**src/rtl/rx_addr_filter.sv**
```systemverilog
module rx_addr_filter #(
  parameter int          ADDR_BYTES = 6,
  parameter int          HASH_BITS  = 6,
  parameter logic [31:0] CRC_POLY   = 32'h04C11DB7
) (
  input  logic        clk,
  input  logic        rst_n,
  input  logic        cfg_we,
  input  logic [2:0]  cfg_sel,
  input  logic [31:0] cfg_wdata,
  input  logic        da_start,
  input  logic        da_valid,
  input  logic [7:0]  da_byte,
  output logic        dec_valid,
  output logic        dec_accept,
  output logic [2:0]  dec_reason
);
  localparam int AW  = 8 * ADDR_BYTES;
  localparam int CW  = $clog2(ADDR_BYTES + 1);
  localparam int TBL = 1 << HASH_BITS;

  localparam logic [2:0] RSN_NONE  = 3'd0;
  localparam logic [2:0] RSN_PROM  = 3'd1;
  localparam logic [2:0] RSN_BCAST = 3'd2;
  localparam logic [2:0] RSN_STA   = 3'd3;
  localparam logic [2:0] RSN_ALLM  = 3'd4;
  localparam logic [2:0] RSN_HASH  = 3'd5;

  logic [31:0]     sta_lo_q, hash_lo_q, hash_hi_q;
  logic [15:0]     sta_hi_q;
  logic [2:0]      mode_q;
  logic [AW-1:0]   addr_q;
  logic [31:0]     crc_q;
  logic [CW-1:0]   cnt_q;
  logic            col_q;

  function automatic logic [31:0] crc_byte(input logic [31:0] c, input logic [7:0] d);
    logic [31:0] r;
    logic        fb;
    r = c;
    for (int i = 0; i < 8; i++) begin
      fb = r[31] ^ d[i];
      r  = {r[30:0], 1'b0};
      if (fb) r = r ^ CRC_POLY;
    end
    return r;
  endfunction

  always_ff @(posedge clk) begin
    if (!rst_n) begin
      sta_lo_q  <= '0;
      sta_hi_q  <= '0;
      hash_lo_q <= '0;
      hash_hi_q <= '0;
      mode_q    <= '0;
    end else if (cfg_we) begin
      case (cfg_sel)
        3'd0:    sta_lo_q  <= cfg_wdata;
        3'd1:    sta_hi_q  <= cfg_wdata[15:0];
        3'd2:    hash_lo_q <= cfg_wdata;
        3'd3:    hash_hi_q <= cfg_wdata;
        3'd4:    mode_q    <= cfg_wdata[2:0];
        default: ;
      endcase
    end
  end

  wire              take    = da_valid && (da_start || col_q);
  wire [CW-1:0]     eff_cnt = da_start ? '0 : cnt_q;
  wire [31:0]       eff_crc = da_start ? 32'hFFFF_FFFF : crc_q;
  wire [AW-1:0]     eff_adr = da_start ? '0 : addr_q;
  wire [31:0]       crc_nxt = crc_byte(eff_crc, da_byte);
  wire              last    = take && (eff_cnt == CW'(ADDR_BYTES - 1));
  wire [AW-1:0]     fin_adr = {da_byte, eff_adr[AW-9:0]};

  wire [HASH_BITS-1:0] hidx  = crc_nxt[31 -: HASH_BITS];
  wire [TBL-1:0]       table_w = {hash_hi_q, hash_lo_q};
  wire                 hhit  = table_w[hidx];

  wire prom    = mode_q[0];
  wire allm    = mode_q[1];
  wire hp      = mode_q[2];
  wire grp     = fin_adr[0];
  wire bcast   = &fin_adr;
  wire sta_hit = (fin_adr == {sta_hi_q, sta_lo_q});

  wire acc_nxt = prom | bcast | (hp & sta_hit) | (allm & grp) | (hp & grp & hhit);

  logic [2:0] rsn_nxt;
  always_comb begin
    if (prom)                 rsn_nxt = RSN_PROM;
    else if (bcast)           rsn_nxt = RSN_BCAST;
    else if (hp && sta_hit)   rsn_nxt = RSN_STA;
    else if (allm && grp)     rsn_nxt = RSN_ALLM;
    else if (hp && grp && hhit) rsn_nxt = RSN_HASH;
    else                      rsn_nxt = RSN_NONE;
  end

  always_ff @(posedge clk) begin
    if (!rst_n) begin
      addr_q <= '0;
      crc_q  <= 32'hFFFF_FFFF;
      cnt_q  <= '0;
      col_q  <= 1'b0;
    end else begin
      if (da_start) begin
        addr_q <= '0;
        crc_q  <= 32'hFFFF_FFFF;
        cnt_q  <= '0;
        col_q  <= 1'b1;
      end
      if (take) begin
        addr_q[8*eff_cnt +: 8] <= da_byte;
        crc_q <= crc_nxt;
        cnt_q <= eff_cnt + CW'(1);
        if (last) col_q <= 1'b0;
      end
    end
  end

  always_ff @(posedge clk) begin
    if (!rst_n) begin
      dec_valid  <= 1'b0;
      dec_accept <= 1'b0;
      dec_reason <= RSN_NONE;
    end else begin
      dec_valid <= last;
      if (last) begin
        dec_accept <= acc_nxt;
        dec_reason <= rsn_nxt;
      end else if (da_start) begin
        dec_accept <= 1'b0;
        dec_reason <= RSN_NONE;
      end
    end
  end
endmodule

```
**config.mk**
```make
export PLATFORM = sky130hd
export DESIGN_NAME = rx_addr_filter
export DESIGN_NICKNAME = d
export VERILOG_FILES = /design/src/rtl/rx_addr_filter.sv
export SDC_FILE = /design/constraint.sdc
export NUM_CORES = 1
export LEC_CHECK = 0
export ABC_CLOCK_PERIOD_IN_PS = 2980
export CAP_MARGIN = 20
export CORE_ASPECT_RATIO = 1.25
export CORE_MARGIN = 5
export CORE_UTILIZATION = 45
export DETAILED_ROUTE_END_ITERATION = 7
export GPL_ROUTABILITY_DRIVEN = 0
export HOLD_SLACK_MARGIN = 0.06
export SYNTH_ARGS = -nofsm -noshare
export SYNTH_HDL_FRONTEND = slang
export SYNTH_SLANG_ARGS = --single-unit
```
**constraint.sdc**
```tcl
create_clock -name clk -period 2.98 [get_ports clk]
set_clock_uncertainty 0.05 [all_clocks]
set_input_delay 0.596 -clock clk [delete_from_list [all_inputs] [get_ports clk]]
set_output_delay 0.596 -clock clk [all_outputs]
set_load 0.01 [all_outputs]
```
Yosys cells after proc, flatten, opt, wreduce, memory -nomap -nowiden
Cells that the tools add are included.
{"block": "word_totals", "ff_bits": 204, "latchBits": 0, "mem_bits_rw": 0, "mem_bits_ro": 0, "in_bits": 48, "out_inout_bits": 5, "word_cells": 92, "n_memories": 0}
{"block": "op_classes", "addsub": 2, "n_mul": 0, "n_div": 0, "magnitude_cmp": 1, "n_eq_ne": 6, "shift": 2, "muxes": 30, "bitwise_logic": 24, "n_reduce_logical": 15}
{"cell": "two-way mux 27 bit", "count": 8}
{"cell": "two-way mux 48 bit", "count": 3}
{"cell": "inverter 14 bit", "count": 8}
{"cell": "two-way mux 32 bit", "count": 2}
{"cell": "bitwise mux 48 bit", "count": 1}
{"cell": "equality test 48 bit", "count": 1}
{"cell": "AND reduction 48 bit", "count": 1}
{"cell": "variable shift 8 x 34 -> 48 bit, first input constant", "count": 1}
{"cell": "indexed part select 8 x 34 -> 48 bit", "count": 1}
{"cell": "negation 6 -> 34 bit", "count": 1}
{"cell": "two-way mux 3 bit", "count": 9}
{"cell": "AND reduction 2 bit", "count": 5}
{"cell": "XOR 1 bit", "count": 8}
{"cell": "less-than comparator 6 x 7 -> 1 bit, second input constant", "count": 1}
{"cell": "binary-select mux 1 bit (select 6 bit)", "count": 1}
{"cell": "equality test 3 x 2 -> 1 bit, second input constant", "count": 2}
{"cell": "equality test 3 bit, second input constant", "count": 2}
{"cell": "logical AND 1 bit", "count": 6}
{"cell": "two-way mux 1 bit", "count": 6}
{"cell": "bitwise AND 1 bit", "count": 4}
{"cell": "bitwise OR 1 bit", "count": 4}
{"cell": "adder 3 x 1 -> 3 bit, second input constant", "count": 1}
{"cell": "equality test 3 x 1 -> 1 bit, second input constant", "count": 1}
{"cell": "zero test 3 bit", "count": 1}
{"cell": "other kinds (2)", "count": 2}

Logic depth before layout (Yosys ltp)
Gate-level depths: netlist of the first run.
{"block": "depth", "ltp_word": 26, "depth_mapped": 13, "mapped_depth_nobuf": 10}

Worst setup path before layout of the first run
No wires, ideal clock.
{"block": "synth_timing", "kind": "in2reg", "start": "in da_start", "end": "reg addr_q[17]", "setup_ns": 0.115, "arrival_time_ns": 3.067, "t_required_ns": 2.815, "slack_ns": -0.252, "path_stages": 11, "path_buffers": 3, "cell_sequence": "inv_1 clkbuf_1 clkbuf_1 nand2_1 ha_1 ha_1 nand3_1 nor4_1 clkbuf_1 o21ai_0 and2_1"}
{"block": "synth_via", "elab_chain_cells": 5, "elab_cells_between_ends": 10, "classes_between": "1 x add/sub; 2 x shift; 5 x mux; 2 x reduce/logical"}
{"element": "start, declared", "line": "11", "rtl": "input logic da_start,"}
{"element": "two-way mux 3 bit"}
{"element": "negation 6 -> 34 bit", "line": "113", "rtl": "addr_q[8*eff_cnt +: 8] <= da_byte;"}
{"element": "indexed part select 8 x 34 -> 48 bit or variable shift 8 x 34 -> 48 bit (tied branches)", "line": "113"}
{"element": "bitwise mux 48 bit", "line": "113"}
{"element": "two-way mux 48 bit *", "line": "112", "rtl": "if (take) begin"}
{"element": "end signal, assigned by index", "line": "113"}
{"element": "end, declared", "line": "32", "rtl": "logic [AW-1:0] addr_q;"}
Every way passes the cells marked *; elsewhere a longest branch is shown, timed or not. The select of a mux whose other input is x is not followed.
A chain may end at the register's enable or synchronous reset.

Worst setup path after layout of the first run
{"block": "layout_timing", "start": "in da_byte[0]", "end": "reg dec_reason[2]"}
{"block": "layout_via", "elab_chain_cells": 17, "elab_cells_between_ends": 23, "classes_between": "1 x eq/ne; 14 x mux; 5 x bitwise; 3 x reduce/logical"}
{"element": "start, declared", "line": "13", "rtl": "input logic [7:0] da_byte,"}
{"element": "XOR 1 bit", "line": "42", "rtl": "fb = r[31] ^ d[i];"}
{"element": "two-way mux 27 bit", "line": "44", "rtl": "if (fb) r = r ^ CRC_POLY;"}
{"element": "inverter 14 bit (no line)"}
{"element": "two-way mux 27 bit (3 in series)", "line": "44"}
{"element": "inverter 14 bit (no line)"}
{"element": "two-way mux 27 bit", "line": "44"}
{"element": "binary-select mux 1 bit (select 6 bit)", "line": "78", "rtl": "wire hhit = table_w[hidx];"}
{"element": "two-way mux 1 bit (implied by the code)", "line": "78"}
{"element": "logical AND 1 bit", "line": "95", "rtl": "else if (hp && grp && hhit) rsn_nxt = RSN_HASH;"}
{"element": "two-way mux 3 bit", "line": "95"}
{"element": "two-way mux 3 bit", "line": "94", "rtl": "else if (allm && grp) rsn_nxt = RSN_ALLM;"}
{"element": "two-way mux 3 bit", "line": "93", "rtl": "else if (hp && sta_hit) rsn_nxt = RSN_STA;"}
{"element": "two-way mux 3 bit *", "line": "92", "rtl": "else if (bcast) rsn_nxt = RSN_BCAST;"}
{"element": "two-way mux 3 bit *", "line": "91", "rtl": "if (prom) rsn_nxt = RSN_PROM;"}
{"element": "two-way mux 3 bit *", "line": "128", "rtl": "if (last) begin"}
{"element": "end signal, assigned", "line": "130", "rtl": "dec_reason <= rsn_nxt;"}
{"element": "end, declared", "line": "16", "rtl": "output logic [2:0] dec_reason"}
Marked as above.

==> results, run 1 <==
- For this configuration, the core starts out at a cell density of 0.457.
- The net count of the finished layout is 1502.
- Data on the critical path is required at its endpoint by 3.30 ns.
- In the synthesized netlist the dominant register cell turns out to be sky130_fd_sc_hd__dfxtp_1.
- Synthesis produced a netlist whose cell count is 1326.
- For this design, the CTS-stage hold fixing added 0 buffers.
- met2 is the most crowded layer.
- The CTS tree is built.
- 0 antenna diodes ended up in the layout.
- The total CTS buffers is 17.
- The number of clock sinks is 196.
- The count of final hold-check violations is 0.
- The post-synthesis async set-or-reset flop share is 0.
- After floorplanning, the core was divided into 62 placement rows.
- The remaining antenna violation count after routing is 0.
- The overall die height is 181 µm.
- The worst-case vdd ir drop is 0.000426 V.
- The met3 capacity usage during global routing is 0.0301.
- STA classifies the critical path endpoint as a register.
- The die extent in x is 147 µm.
- The filler cells instantiated in the layout total 2175.
- The power density over cell area is 556 mW/mm².
- Across all layers, the routed design uses 9839 vias.
- The met2 routing resource usage after global routing is 0.427.
- In this run, synthesis produced a sequential element count of 196.
- The I/O pin count is 53.
- Summing all non-filler instances in the final layout gives an area of 0.0129 mm².
- After synthesis, the mean cell area works out to 7.91 µm².
- The critical path class is input pin to register.
- Timing analysis after detailed placement gives a worst setup slack of -0.994 ns.
- The remaining max-slew budget at the tightest pin is 0.538.
- In the layout the commonest cells are sky130_fd_sc_hd__nand2_1, sky130_fd_sc_hd__dfxtp_1, sky130_fd_sc_hd__buf_4, sky130_fd_sc_hd__a21boi_0, sky130_fd_sc_hd__nor2_1.
- The slowest stage of the critical path belongs to the cell sky130_fd_sc_hd__clkdlybuf4s50_1.
- Of the available clock period, the critical path in the final layout requires 0.969.
- In the final layout, the share of cells above drive strength 1 is 0.145.
- The initial antenna violation count came to 0.
- For this run the aggregate overflow at the end of global routing stands at 0.
- The wire length of the first global-routing pass is 53100 µm.
- The met1 track demand over resource is 0.343.
- The signal on the critical path passes through clkdlybuf4s50_1 > xnor3_2 > xor2_2 > buf_12 > nor2_2 > buf_4 > a32oi_1 > a22oi_1 > o211ai_1 > a41oi_2 > o21ai_1.
- The number of nets produced by synthesis is 1378.
- The data arrival time at the worst-slack endpoint is 3.21 ns.
- The count of distinct cell types in the synthesized netlist is 59.
- The worst min-delay path category is register to register.
- After detailed routing, the number of remaining DRC violations is 0.
- The number of global-route vias before repair is 9201.
- The final-report setup violation count is 0.
- In this design, the stage delay of the slowest critical-path cell is 0.56 ns.
- The area added between synthesis and finish is 22.8%.
- The clock passes through at most 2 buffers.
- The level count of the clock H-tree is 4.
- The half-perimeter wire length after detailed placement is 25300 µm.
- The most common library cell in the layout ignoring fill and taps is sky130_fd_sc_hd__nand2_1.
- The startpoint type of the worst setup path is an input pin.
- The routed design could run at a clock period as short as 2.89 ns.
- The cell sitting at the root of the clock tree is a sky130_fd_sc_hd__clkbuf_16.
- The sum of negative setup slack is 0 ns.
- The clock input transition at the sequential cells of the worst setup and hold paths is 0.08 ns.
- The post-detailed-route via-to-cell ratio is 5.62.
- The mapped cell area is 0.0105 mm².
- At the later pin of the worst-skew pair, clock insertion delay measures 0.45 ns.
- Max-cap violations in this run came to 0.
- Entering global routing, the biggest net connects 74 pins.
- The port buffer count is 52.
- The category of cells accounting for the largest share of critical-path delay is compound AO/OA/AOI/OAI gates.
- In this run, synthesis inferred 0 flip-flops with an integrated enable.
- Dividing the detail-routed wire length by the instance count gives 19.8 µm.
- The share of the Yosys chip area taken by registers is 0.374.
- The max-slew violation total from the final report is 0.
- The transition time at the pin with the least slew margin is 0.693 ns.
- Counting both buffers and inverters, the worst setup path holds a total of 3.
- Summed over all cells, the static leakage comes to 4.64 nW.
- The highest fanout seen on the critical path is 11.
- The first routing iteration left 772 violations.
- The detailed-route wire length is 34600 µm.
- Based on the critical path, the design can be clocked at up to 0.346 GHz.
- The instance area at placement is 0.0121 mm².
- In the post-route analysis, the smallest setup slack over all paths is 0.0934 ns.
- After floorplanning, the core was sized to cover 0.0230 mm².
- The flow ran to the end, and the final reports show no timing, DRC or antenna violations.
- The count of synthesis-stage warnings from yosys is 0.
- For this run, the total global-route usage over all layers was measured as 0.256.
- The first-pass iteration count of the detailed router is 5.
- The die area is 0.0265 mm².
synth_stat cells (all sizes together) (8+ instances only):
library cell    n  area share
a21oi          44       0.021
o22ai          13      0.0078
mux2i          24       0.023
nand4          22       0.013
o21ai          62       0.030
dfxtp         196        0.37
nor3           25       0.012
and2           30       0.018
nor3b          12      0.0086
a31oi          13      0.0078
o211ai          8      0.0057
nand2b          9      0.0054
a22oi          11      0.0083
nand2         317        0.11
a21boi        116       0.083
xor2           26       0.022
buf            16      0.0089
nand3          15      0.0072
mux4            9       0.021
xnor2          81       0.075
nor2           84       0.030
nor2b          26       0.016
clkbuf         74       0.026
inv            31       0.011
per-layer routing:
layer  routed length (µm)  up-vias
met3                 1760       66
met1                15100     4717
met5                    0        -
li1                     -     4739
met2                16500      317
met4                 1280        0
through the flow:
step / instances / power (mW) / util / hold WS (ns)
2_1_floorplan: 1326 / 3.90 / - / 0.389
3_3_place_gp: 1707 / 4.58 / 0.526 / 0.398
3_5_place_dp: 1707 / 4.60 / 0.526 / 0.408
4_1_cts: 1746 / 7.12 / 0.558 / 0.419
5_1_grt: 1751 / 7.46 / 0.561 / 0.443
6_report: 1751 / 7.16 / 0.561 / 0.418
where the power goes:
| group | total, mW | internal, mW | switching (mW) |
|---|---|---|---|
| combinational | 1.92 | 0.977 | 0.943 |
| clock | 2.45 | 1.17 | 1.28 |
| sequential | 2.79 | 2.71 | 0.0802 |
| total | 7.16 | 4.86 | 2.30 |
final timing paths:
kind                  from             to  slack (ns)  cells after the start
min reg2reg  hash_lo_q[12]  hash_lo_q[12]        0.42                      2
min          hash_lo_q[12]  hash_lo_q[12]        0.42                      2
max reg2reg      crc_q[28]  dec_reason[2]        0.10                     13
max             da_byte[0]  dec_reason[2]        0.09                     11
flip-flops by register name, indices dropped and copies added, names as in the netlist:
register	flops
hash_lo_q	32
sta_hi_q	16
col_q	1
dec_reason	3
dec_accept	1
mode_q	3
cnt_q	3
addr_q	40
crc_q	32
dec_valid	1
sta_lo_q	32
hash_hi_q	32
cell type report:
cell class | instances | area [µm²] | share of cell area
inverter | 31 | 116 | 0.00903
clock inverter | 15 | 213 | 0.0165
sequential | 196 | 3920 | 0.305
tap | 288 | 360 | 0.0280
timing repair buffer | 195 | 1650 | 0.128
multi-input combinational | 1009 | 6190 | 0.481
clock buffer | 17 | 425 | 0.0330
logic make-up after synthesis:
logic type / after synthesis / share of synthesized area
XOR/XNOR: 109 / 0.101
adder cells (fa/ha/maj): 4 / 0.00477
flip-flops: 196 / 0.374
multiplexers: 34 / 0.0454
AND/OR/NAND/NOR: 571 / 0.246
AO/OA/AOI/OAI: 291 / 0.183
buffers and inverters: 121 / 0.0465
tightest hold or removal path, stage by stage (launching register included):
cell	delay, ns
sky130_fd_sc_hd__dfxtp_1	0.31
sky130_fd_sc_hd__nand2_1	0.05
sky130_fd_sc_hd__a21boi_0	0.06
what timing repair did:
item | CTS | global route
buffers inserted | 7 | 5
pin swaps | 5 | 7
cloned | 0 | 0
setup endpoints to repair | 3 | 3
resized for setup | 6 | 19
Note: power is estimated with default switching activity, not from simulation.
==> run 2, diff against run 1 <==
--- a/config.mk
+++ b/config.mk
@@ -16,3 +16,4 @@
 export SYNTH_ARGS = -nofsm -noshare
 export SYNTH_HDL_FRONTEND = slang
 export SYNTH_SLANG_ARGS = --single-unit
+export TNS_END_PERCENT = 10
==> results, run 2 (synthesized netlist as in run 1, its figures left out) <==
- The final net count was 1490 (was 1502).
- The remaining antenna violation count after routing was 0 (unchanged).
- The clock input transition at the sequential cells of the worst setup and hold paths came to 0.08 ns (about the same).
- The wire length of the first global-routing pass came to 51200 µm (was 53100 µm).
- The number of buffers inserted by hold repair at cts is 0 (unchanged).
- The core area is 0.0230 mm² (unchanged).
- The port buffer count is 52 (unchanged).
- The timing-limited maximum frequency is 0.351 GHz (was 0.346 GHz).
- The worst slack at placement is -0.724 ns (was -0.994 ns).
- The post-detailed-route via-to-cell ratio was 5.52 (was 5.62).
- The initial antenna violation count was 0 (unchanged).
- The endpoint class of the critical path is a register (unchanged).
- The cell at the root of the clock tree is sky130_fd_sc_hd__clkbuf_16 (unchanged).
- The overall die height is 181 µm (unchanged).
- The DRC marker count from the first detailed-route iteration is 551 (was 772).
- The initial standard-cell utilization of the core is 0.457 (unchanged).
- The total track usage was 0.247 (was 0.256).
- The share of the cycle needed by the critical path after routing is 0.957 (was 0.969).
- The count of final hold-check violations is 0 (unchanged).
- The floorplan row count is 62 (unchanged).
- The sum of negative setup slack is 0 ns (unchanged).
- The detailed-route wire length is 32900 µm (was 34600 µm).
- The flip-flop count of the largest register, all copies and words added is 40 (unchanged).
- The later-pin clock latency in the skew report is 0.44 ns (was 0.45 ns).
- The total CTS buffers is 17 (unchanged).
- The antenna diode count is 0 (unchanged).
- The level count of the clock H-tree is 4 (unchanged).
- The die area came to 0.0265 mm² (unchanged).
- The number of maximum-capacitance violations is 0 (unchanged).
- Status: completed (unchanged).
- The remaining max-slew budget at the tightest pin is 0.557 (was 0.538).
- The sequential standard cell area came to 0.00393 mm² (was 0.00392 mm²).
- The number of vias after detailed routing was 9597 (was 9839).
- The data arrival time at the worst-slack endpoint is 3.13 ns (was 3.21 ns).
- The static leakage is 4.56 nW (was 4.64 nW).
- The startpoint type of the worst setup path is a register (was input pin).
- The register with the most flip-flops is addr_q (unchanged).
- The DRC violation count after routing was 0 (unchanged).
- The number of global-route vias before repair is 8910 (was 9201).
- The worst min-delay path category is register to register (unchanged).
- The final-report setup violation count is 0 (unchanged).
- The die extent in x was 147 µm (unchanged).
- The worst-case vdd ir drop is 0.000399 V (was 0.000426 V).
- The maximum number of pins on one net before global-route repair is 139 (was 74).
- The total power consumption of the routed design is 6.94 mW (was 7.16 mW).
- The area added between synthesis and finish is 21.5% (was 22.8%).
- The tightest hold margin is 0.416 ns (was 0.418 ns).
- Setup repair after global routing left no endpoint under its margin.
- The fill cell instance count of the final layout was 2205 (was 2175).
- The critical path class is register to register (was input pin to register).
- The max-slew violation total from the final report was 0 (unchanged).
- The global route total overflow came to 0 (unchanged).
- The transition time at the pin with the least slew margin came to 0.664 ns (was 0.693 ns).
- The routed wirelength normalized by instance count is 18.9 µm (was 19.8 µm).
- The number of clock sinks was 196 (unchanged).
- The endpoint required time on the critical path is 3.26 ns (was 3.30 ns).
- The highest fanout seen on the critical path is 6 (was 11).
- The first-pass iteration count of the detailed router is 6 (was 5).
- The half-perimeter wire length after detailed placement is 24100 µm (was 25300 µm).
- The final critical path time including I/O delays and setup was 2.85 ns (was 2.89 ns).
- The most common library cell in the layout ignoring fill and taps is sky130_fd_sc_hd__nand2_1 (unchanged).
- The maximum clock path buffer count is 2 (unchanged).
- The worst setup slack after layout is 0.128 ns (was 0.0934 ns).
- The I/O pin count is 53 (unchanged).
- The flop-to-flop setup slack is 0.13 ns (was 0.10 ns).
- The CTS tree is built (unchanged).
- Most used cells in the layout excluding fill and tap cells: sky130_fd_sc_hd__nand2_1, sky130_fd_sc_hd__dfxtp_1, sky130_fd_sc_hd__buf_4, sky130_fd_sc_hd__a21boi_0, sky130_fd_sc_hd__nor2_1 (unchanged).
- The power density over cell area is 544 mW/mm² (was 556 mW/mm²).
- The fraction of final layout cells sized beyond drive strength 1 is 0.137 (was 0.145).
- The area of combinational cells with multiple inputs is 0.00619 mm² (unchanged).
-- run 2: cell types whose count changed in the layout (fill, tap and decap cells not counted), sizes merged --
cell	previous run	this run
buf	145	133
inv	39	38
clkbuf	21	22
clkinv	7	6
clkinvlp	0	1
-- run 2: where the power goes --
part	total (mW)	internal [mW]	leakage, nW	switching [mW]
clock network	2.31	1.13	0.283	1.18
registers	2.79	2.71	1.59	0.0798
logic	1.83	0.914	2.69	0.919
total	6.94	4.75	4.56	2.18
-- run 2: area by class of cell --
cell class / count / area share
Multi-Input combinational cell: 1009 / 0.486
Tap cell: 288 / 0.0283
Sequential cell: 196 / 0.308
Inverter: 31 / 0.00913
Clock buffer: 18 / 0.0337
Clock inverter: 14 / 0.0123
Timing Repair Buffer: 183 / 0.123
-- run 2: critical path, stage by stage, from the launching register on --
cell                       delay (ns)
sky130_fd_sc_hd__dfxtp_1         0.34
sky130_fd_sc_hd__xnor3_1         0.41
sky130_fd_sc_hd__and2_2          0.25
sky130_fd_sc_hd__xnor2_4         0.19
sky130_fd_sc_hd__buf_12          0.15
sky130_fd_sc_hd__buf_6           0.10
sky130_fd_sc_hd__mux4_2          0.49
sky130_fd_sc_hd__and3_4          0.16
sky130_fd_sc_hd__a31oi_1         0.16
sky130_fd_sc_hd__o211ai_1        0.18
sky130_fd_sc_hd__a31oi_1         0.22
sky130_fd_sc_hd__nor2_1          0.05
-- run 2: worst paths after layout --
path	start	endpoint	cells past startpoint
max	crc_q[28]	dec_accept	11
min reg2reg	hash_lo_q[7]	hash_lo_q[7]	2
max reg2reg	crc_q[28]	dec_accept	11
min	hash_lo_q[7]	hash_lo_q[7]	2
-- run 2: metal layers --
| layer | GRT usage | part of all wire |
|---|---|---|
| met1 | 0.320 | 0.44 |
| met2 | 0.405 | 0.47 |
| met3 | 0.0298 | 0.039 |
| met4 | 0.125 | 0.051 |
| met5 | 0 | 0 |
-- run 2: timing repair --
action / 4_1_cts / 5_1_grt
endpoints found under the setup margin: 3 / 3
endpoints found under the hold margin: 0 / 0
setup buffers: 7 / 1
pin swaps: 10 / 12
gates cloned: 0 / 0
resized for setup: 10 / 17
-- run 2: metrics by stage --
step	std cells	area, µm²	utilization
finish	1739	12800	0.555
global route	1739	12800	0.555
CTS	1738	12700	0.554
detailed placement	1699	12000	0.525
global placement	1699	12000	0.525
floorplan	1326	10600	-
==> run 3, diff against run 2 <==
--- a/config.mk
+++ b/config.mk
@@ -10,6 +10,7 @@
 export CORE_ASPECT_RATIO = 1.25
 export CORE_MARGIN = 5
 export CORE_UTILIZATION = 45
+export CTS_CLUSTER_DIAMETER = 40
 export DETAILED_ROUTE_END_ITERATION = 7
 export GPL_ROUTABILITY_DRIVEN = 0
 export HOLD_SLACK_MARGIN = 0.06
==> results of run 3 <==
Same layout as run 2: the final DEF is identical, and so are final timing and power.
